--- src/rtl/qp_pkg.sv ---
`timescale 1ns/1ps
package qp_pkg;
  localparam int unsigned CW_W    = 32;
  localparam int unsigned LOC_BIT = 31;
  localparam int unsigned REM_BIT = 30;

  typedef struct packed {
    logic loc;
    logic rem;
  } hs_flags_t;
endpackage

--- src/rtl/qp_ptr.sv ---
`timescale 1ns/1ps
module qp_ptr #(
  parameter int unsigned IDX_W = 16
) (
  input  logic             clk_i,
  input  logic             rst_ni,
  input  logic             clr_i,
  input  logic             adv_i,
  input  logic [IDX_W-1:0] last_i,
  output logic [IDX_W-1:0] ptr_o,
  output logic [IDX_W-1:0] nxt_o
);
  logic [IDX_W-1:0] ptr_q;

  // at or past last index wraps, covers a size shrunk under a live pointer
  assign nxt_o = (ptr_q >= last_i) ? '0 : ptr_q + 1'b1;
  assign ptr_o = ptr_q;

  always_ff @(posedge clk_i or negedge rst_ni) begin
    if (!rst_ni)    ptr_q <= '0;
    else if (clr_i) ptr_q <= '0;
    else if (adv_i) ptr_q <= nxt_o;
  end
endmodule

--- src/rtl/qp_ctrl.sv ---
`timescale 1ns/1ps
module qp_ctrl
  import qp_pkg::*;
#(
  parameter int unsigned IDX_W = 16
) (
  input  logic             clk_i,
  input  logic             rst_ni,
  input  logic             we_i,
  input  logic [CW_W-1:0]  wdata_i,
  input  logic             remote_req_i,
  output logic [IDX_W-1:0] last_o,
  output logic             clr_o,
  output logic [CW_W-1:0]  rdata_o
);
  localparam int unsigned RSV_W = REM_BIT - IDX_W;

  hs_flags_t        flg_q;
  logic [IDX_W-1:0] last_q;

  assign clr_o  = flg_q.loc & flg_q.rem;
  assign last_o = last_q;
  assign rdata_o = {flg_q.loc, flg_q.rem, {RSV_W{1'b0}}, last_q};

  always_ff @(posedge clk_i or negedge rst_ni) begin
    if (!rst_ni)   last_q <= '0;
    else if (we_i) last_q <= wdata_i[IDX_W-1:0];
  end

  // set-only flags; the joint reset clears both and beats a new set
  always_ff @(posedge clk_i or negedge rst_ni) begin
    if (!rst_ni) begin
      flg_q <= '0;
    end else if (clr_o) begin
      flg_q <= '0;
    end else begin
      if (we_i && wdata_i[LOC_BIT]) flg_q.loc <= 1'b1;
      if (remote_req_i)             flg_q.rem <= 1'b1;
    end
  end
endmodule

--- src/rtl/msg_queue_ptrs.sv ---
`timescale 1ns/1ps
module msg_queue_ptrs
  import qp_pkg::*;
#(
  parameter int unsigned IDX_W = 16
) (
  input  logic             clk_i,
  input  logic             rst_ni,
  input  logic             cfg_we_i,
  input  logic [CW_W-1:0]  cfg_wdata_i,
  output logic [CW_W-1:0]  cfg_rdata_o,
  input  logic             remote_req_i,
  input  logic             put_i,
  input  logic             get_i,
  output logic [IDX_W-1:0] put_ptr_o,
  output logic [IDX_W-1:0] get_ptr_o,
  output logic             empty_o,
  output logic             full_o,
  output logic             put_err_o,
  output logic             get_err_o
);
  logic [IDX_W-1:0] last;
  logic             clr;
  logic [IDX_W-1:0] put_nxt, get_nxt;
  logic             put_ok, get_ok;
  logic             perr_q, gerr_q;

  qp_ctrl #(.IDX_W(IDX_W)) i_ctrl (
    .clk_i        (clk_i),
    .rst_ni       (rst_ni),
    .we_i         (cfg_we_i),
    .wdata_i      (cfg_wdata_i),
    .remote_req_i (remote_req_i),
    .last_o       (last),
    .clr_o        (clr),
    .rdata_o      (cfg_rdata_o)
  );

  qp_ptr #(.IDX_W(IDX_W)) i_put (
    .clk_i  (clk_i),
    .rst_ni (rst_ni),
    .clr_i  (clr),
    .adv_i  (put_ok),
    .last_i (last),
    .ptr_o  (put_ptr_o),
    .nxt_o  (put_nxt)
  );

  qp_ptr #(.IDX_W(IDX_W)) i_get (
    .clk_i  (clk_i),
    .rst_ni (rst_ni),
    .clr_i  (clr),
    .adv_i  (get_ok),
    .last_i (last),
    .ptr_o  (get_ptr_o),
    .nxt_o  (get_nxt)
  );

  assign empty_o = (put_ptr_o == get_ptr_o);
  assign full_o  = (put_nxt == get_ptr_o);
  assign put_ok  = put_i & ~full_o;
  assign get_ok  = get_i & ~empty_o;

  always_ff @(posedge clk_i or negedge rst_ni) begin
    if (!rst_ni) begin
      perr_q <= 1'b0;
      gerr_q <= 1'b0;
    end else begin
      perr_q <= put_i & full_o;
      gerr_q <= get_i & empty_o;
    end
  end

  assign put_err_o = perr_q;
  assign get_err_o = gerr_q;
endmodule

--- config.mk ---
export PLATFORM = sky130hd
export DESIGN_NAME = msg_queue_ptrs
export DESIGN_NICKNAME = d
export VERILOG_FILES = /design/src/rtl/qp_pkg.sv /design/src/rtl/qp_ptr.sv /design/src/rtl/qp_ctrl.sv /design/src/rtl/msg_queue_ptrs.sv
export SDC_FILE = /design/constraint.sdc
export NUM_CORES = 1
export LEC_CHECK = 0
export BUFFER_PORTS_ARGS = -buffer_cell sky130_fd_sc_hd__buf_2
export CAP_MARGIN = 15
export CORE_ASPECT_RATIO = 1.75
export CORE_MARGIN = 2
export CORE_UTILIZATION = 29
export DETAILED_ROUTE_END_ITERATION = 8
export PLACE_DENSITY_LB_ADDON = 0.2
export SYNTH_ARGS = -nofsm -noshare
export SYNTH_HDL_FRONTEND = slang
export SYNTH_HIERARCHICAL = 1
export SYNTH_SLANG_ARGS = --single-unit
export TNS_END_PERCENT = 50
--- constraint.sdc ---
create_clock -name clk_i -period 5.05 [get_ports clk_i]
set_input_delay 1.01 -clock clk_i [delete_from_list [all_inputs] [get_ports clk_i]]
set_output_delay 1.01 -clock clk_i [all_outputs]
set_load 0.05 [all_outputs]
==> impl_metrics.toml, run 1 <==
[placement]
portBuffers = 76
hpwl_mm = 10.5
place.gp.congestion = 0.848
placed_cells = 794
place_area_um2 = 5240

[routing]
drt-initial-drc-count = 166
firstDrtPassIters = 5
drt-total-wl_mm = 14.2
viasPerCell = 5.11
drc = 0
ant_nets = 0
vias = 4096
post_drt_wl_per_cell_um = 17.7

[sta]
rsz0062_at_grt = "no"
worst_pin_slew_ns = 0.720
finClkSkew_ns = 0.0114
finalSetupViolCount = 0
slew_headroom = 0.520
finalSetupTns_ns = 0
clock.fmax_mhz = 218
min_period_ns = 4.60
finalMaxSlewViolations = 0
finalHoldViolCount = 0
min_period_over_period = 0.910

[power]
seq_power_share = 0.267
switching_power_uw = 1710
combinationalPowerShare = 0.603
p_int_uw = 1450
powerDensity_nw_per_um2 = 584
peakVddDrop_uv = 219
clock_power_share = 0.130
power_uw = 3160
swShare = 0.542
power.static_leakage_uw = 0.00241

[clock_network]
cts_inserted_buffers = 5
worstSkewPairLatency_ns = 0.31
clockBufferDepth = 2
cts_root_buf = "clkbuf_16"
clkSinkCount = 52
holdBufCountCts = 0
cts.repair.resized = 0
htree_levels = 2
clkSlewWorstSetupHoldPaths_ns = 0.08
cts_tree = "yes"
cts_setup_buffers = 0

[floorplan]
die_h_um = 175
io_pins = 106
core_region_area_um2 = 16400
num_rows = 62
initial_core_util = 0.295
fp.dieW_um = 102
dieArea_um2 = 17800

[setup_path]
crit_path_end_kind = "output pin"
critPathKind = "reg2out"
crit_required_ns = 4.04
crit_arrival_ns = 3.59
cp_max_fo = 17
cp-start-kind = "flop"

[global_routing]
grt_first_pass_wirelength_mm = 23.1
track_usage = 0.166
grt-ovfl-total = 0
antenna_found_initial = 0
first_global_vias = 4133
grt_max_degree = 53

[synthesis]
syn_area_um2 = 4830
avgSynthCellArea_um2 = 9.20
ys_warn_count = 6
postSynthCellCount = 525

[final_layout]
final_area_um2 = 5410
syn_to_final_growth_pct = 11.9
mostFrequentLayoutCells = "buf_2, dfrtp_1, nor2_1"
final_common_cell = "buf_2"
fin_util = 0.330
drive_gt1_frac = 0.268
nNetsFinal = 649
final_cell_count_no_fill = 802
n_antenna_cell = 0

[run]
cap_violations = 0

[hold_path]
hold_class = "reg2reg"

[outcome]
outcome = "completed"
==> stage by stage <==
stage	hold slack, ns	setup slack [ns]
after floorplan	0.527	0.532
after detailed placement	0.514	0.745
after global placement	0.504	0.764
after CTS	0.525	0.413
after global routing	0.543	0.217
final	0.516	0.455
==> critical path, stage by stage (launching register included) <==
cell,delay (ns)
dfrtp_1,0.49
inv_1,0.10
ha_1,0.28
nand2b_4,0.11
a2111oi_2,0.06
o311a_2,0.41
o21ai_2,0.52
nor2_1,0.16
xnor2_1,0.17
nand4_1,0.13
nor4_2,0.49
buf_2,0.36
==> power groups by stage <==
stage / logic, uW / registers, uW / clock network (uW)
3_3_place_gp: 1880 / 853 / 0
6_report: 1900 / 844 / 409
5_1_grt: 2080 / 867 / 435
4_1_cts: 1910 / 847 / 417
3_5_place_dp: 1910 / 854 / 0
2_1_floorplan: 1160 / 1130 / 0
==> final cells by class <==
cell class / instances / area [um2]
Inverter: 41 / 154
Timing Repair Buffer: 93 / 508
Sequential cell: 52 / 1300
Tap cell: 224 / 280
Clock buffer: 5 / 125
Clock inverter: 3 / 42.5
Multi-Input combinational cell: 384 / 2990
Fill cell: 1718 / 11000
==> routing by layer <==
layer | vias up | global-route usage | routed length, um
met5 | - | 0 | 0
met4 | 0 | 0.0518 | 309
met3 | 12 | 0.0164 | 583
met1 | 2007 | 0.201 | 5800
met2 | 138 | 0.301 | 7490
li1 | 1939 | - | -
==> path summary, 6_finish.rpt <==
path	from	to	slack, ns	cells past startpoint
max in group asynchronous	rst_ni	i_get/ptr_o[7]	3.72	2
worst min-delay path	i_ctrl/rdata_o[30]	i_ctrl/rdata_o[30]	0.52	1
worst max register to register	i_put/ptr_o[0]	i_put/ptr_o[5]	1.12	15
worst min register to register	i_ctrl/rdata_o[30]	i_ctrl/rdata_o[30]	0.52	1
min in group asynchronous	rst_ni	i_ctrl/rdata_o[31]	0.83	2
worst max-delay path	i_put/ptr_o[0]	full_o	0.45	11
==> state kept, by name, indices dropped and copies added (netlist names) <==
register	flops
i_get/ptr_o	16
i_put/ptr_o	16
i_ctrl/rdata_o	2
put_err_o	1
i_ctrl/last_o	16
get_err_o	1
No activity file was read; power rests on OpenSTA's default activity.
==> inputs of run 2 (changes only) <==
--- a/config.mk
+++ b/config.mk
@@ -11,7 +11,7 @@
 export CORE_MARGIN = 2
 export CORE_UTILIZATION = 29
 export DETAILED_ROUTE_END_ITERATION = 8
-export PLACE_DENSITY_LB_ADDON = 0.2
+export PLACE_DENSITY = 0.44
 export SYNTH_ARGS = -nofsm -noshare
 export SYNTH_HDL_FRONTEND = slang
 export SYNTH_HIERARCHICAL = 1
==> run 2 against run 1 <==
  * Final area grew 0.46%
  * Via count grew 1.8%
  * Largest cell class unchanged
  * Total power grew 1.3%
  * Combinational power grew 4%
  * Count of clock-buffer cells in the layout grew 2
  * Routed wire length grew 12%
  * Sequential power grew 0.7%
  * Cell count grew 0.62%
  * Hold slack gained 0.0060 ns
  * Fmax shrank 3.5%
==> impl_metrics.toml, run 2 (same netlist as run 1, synthesis figures left out) <==
[setup_path]
critPathKind = "reg2out"
critical_path.cell_chain = "inv_1, ha_1, nand2b_4, a2111oi_2, o311a_2, o21ai_4, nor2_1, xnor2_1, nand4_1, nor4_2, buf_2"
cp-start-kind = "flop"
crit_path_end_kind = "output pin"
r2r-start = "i_put/ptr_o[0]"
cp_top_family = "compound AO/OA/AOI/OAI gates"
crit_required_ns = 4.04
crit_start = "i_put/ptr_o[0]"
cp_slowest_cell = "o21ai_4"
crit_arrival_ns = 3.75
cp_num_buf_inv = 2
cp_max_fo = 25
critical-path-max-stage-delay_ns = 0.63

[sta]
finalHoldViolCount = 0
finClkSkew_ns = 0.00590
finalSetupViolCount = 0
slew_headroom = 0.474
min_period_over_period = 0.943
clock.fmax_mhz = 210
finalSetupTns_ns = 0
worst_pin_slew_ns = 0.786
rsz0062_at_grt = "no"
min_period_ns = 4.76
finalMaxSlewViolations = 0
hold_ws_ns = 0.522

[power]
power.static_leakage_uw = 0.00243
powerDensity_nw_per_um2 = 589
peakVddDrop_uv = 251

[floorplan]
die_h_um = 175
io_pins = 106
core_region_area_um2 = 16400
initial_core_util = 0.295
num_rows = 62
fp.dieW_um = 102
dieArea_um2 = 17800

[global_routing]
grt_first_pass_wirelength_mm = 24.7
first_global_vias = 4270
antenna_found_initial = 0
grt_max_degree = 53
grt-ovfl-total = 0
track_usage = 0.183

[placement]
portBuffers = 76
place.gp.congestion = 0.826
hpwl_mm = 11.6

[final_layout]
nNetsFinal = 654
n_antenna_cell = 0
seqCellArea_um2 = 1300
mostFrequentLayoutCells = "buf_2, dfrtp_1, nor2_1"
fillerInstances = 1713
final_common_cell = "buf_2"
multi_input_area_um2 = 3000
syn_to_final_growth_pct = 12.4
drive_gt1_frac = 0.271

[routing]
firstDrtPassIters = 4
post_drt_wl_per_cell_um = 19.7
drc = 0
drt-initial-drc-count = 161
ant_nets = 0
vias = 4170
viasPerCell = 5.17
drt-total-wl_mm = 15.9

[clock_network]
clockBufferDepth = 2
clkSlewWorstSetupHoldPaths_ns = 0.08
htree_levels = 2
worstSkewPairLatency_ns = 0.30
clkSinkCount = 52
holdBufCountCts = 0
cts_inserted_buffers = 5
cts_tree = "yes"
cts_setup_buffers = 0
cts_root_buf = "clkbuf_16"

[hold_path]
min-delay-start = "i_ctrl/rdata_o[30]"
hold_class = "reg2reg"

[run]
cap_violations = 0

[outcome]
outcome = "completed"
-- run 2: changes by cell type in the layout (fill, tap and decap cells not counted), sizes merged --
cell and delta:
buf +5, clkbuf +2, bufinv -1, clkinv -1
-- run 2: cell type report --
type	count	share of cell area
tap	224	0.0516
timing repair buffer	98	0.100
inverter	41	0.0283
clock buffer	7	0.0263
multi-input combinational	384	0.552
sequential	52	0.240
clock inverter	1	0.00138
-- run 2: power by group --
part           internal (uW)  total, uW  switching (uW)  leakage (uW)
logic                    691       1970            1280       0.00170
registers                535        850             315      0.000657
clock network            199        377             178     0.0000701
total                   1420       3200            1770       0.00243
-- run 2: final timing paths --
kind	end	slack (ns)	cells after the start
worst max register to register	i_put/ptr_o[8]	0.87	15
max in group asynchronous	i_get/ptr_o[5]	3.70	2
worst max-delay path	full_o	0.29	11
worst min register to register	i_ctrl/rdata_o[30]	0.52	1
min in group asynchronous	i_ctrl/last_o[9]	0.86	2
worst min-delay path	i_ctrl/rdata_o[30]	0.52	1
-- run 2: per-stage QoR --
stage	setup slack, ns	util	instance area, um2	total power, uW	instances
final	0.287	0.332	5430	3200	807
after global routing	0.115	0.332	5430	3400	807
after CTS	0.298	0.332	5430	3220	807
after detailed placement	0.293	0.322	5270	2830	799
after global placement	0.338	0.322	5270	2790	799
after floorplan	0.532	-	4880	2300	538
-- run 2: repair_timing --
action / in CTS / in global routing
endpoints found under the setup margin: 1 / 0
resized for setup: 1 / 0
endpoints found under the hold margin: 0 / 0
-- run 2: layer usage --
layer / share of wire / global-route usage
met4: 0.048 / 0.101
met3: 0.048 / 0.0252
met5: 0 / 0
met1: 0.38 / 0.214
met2: 0.52 / 0.314
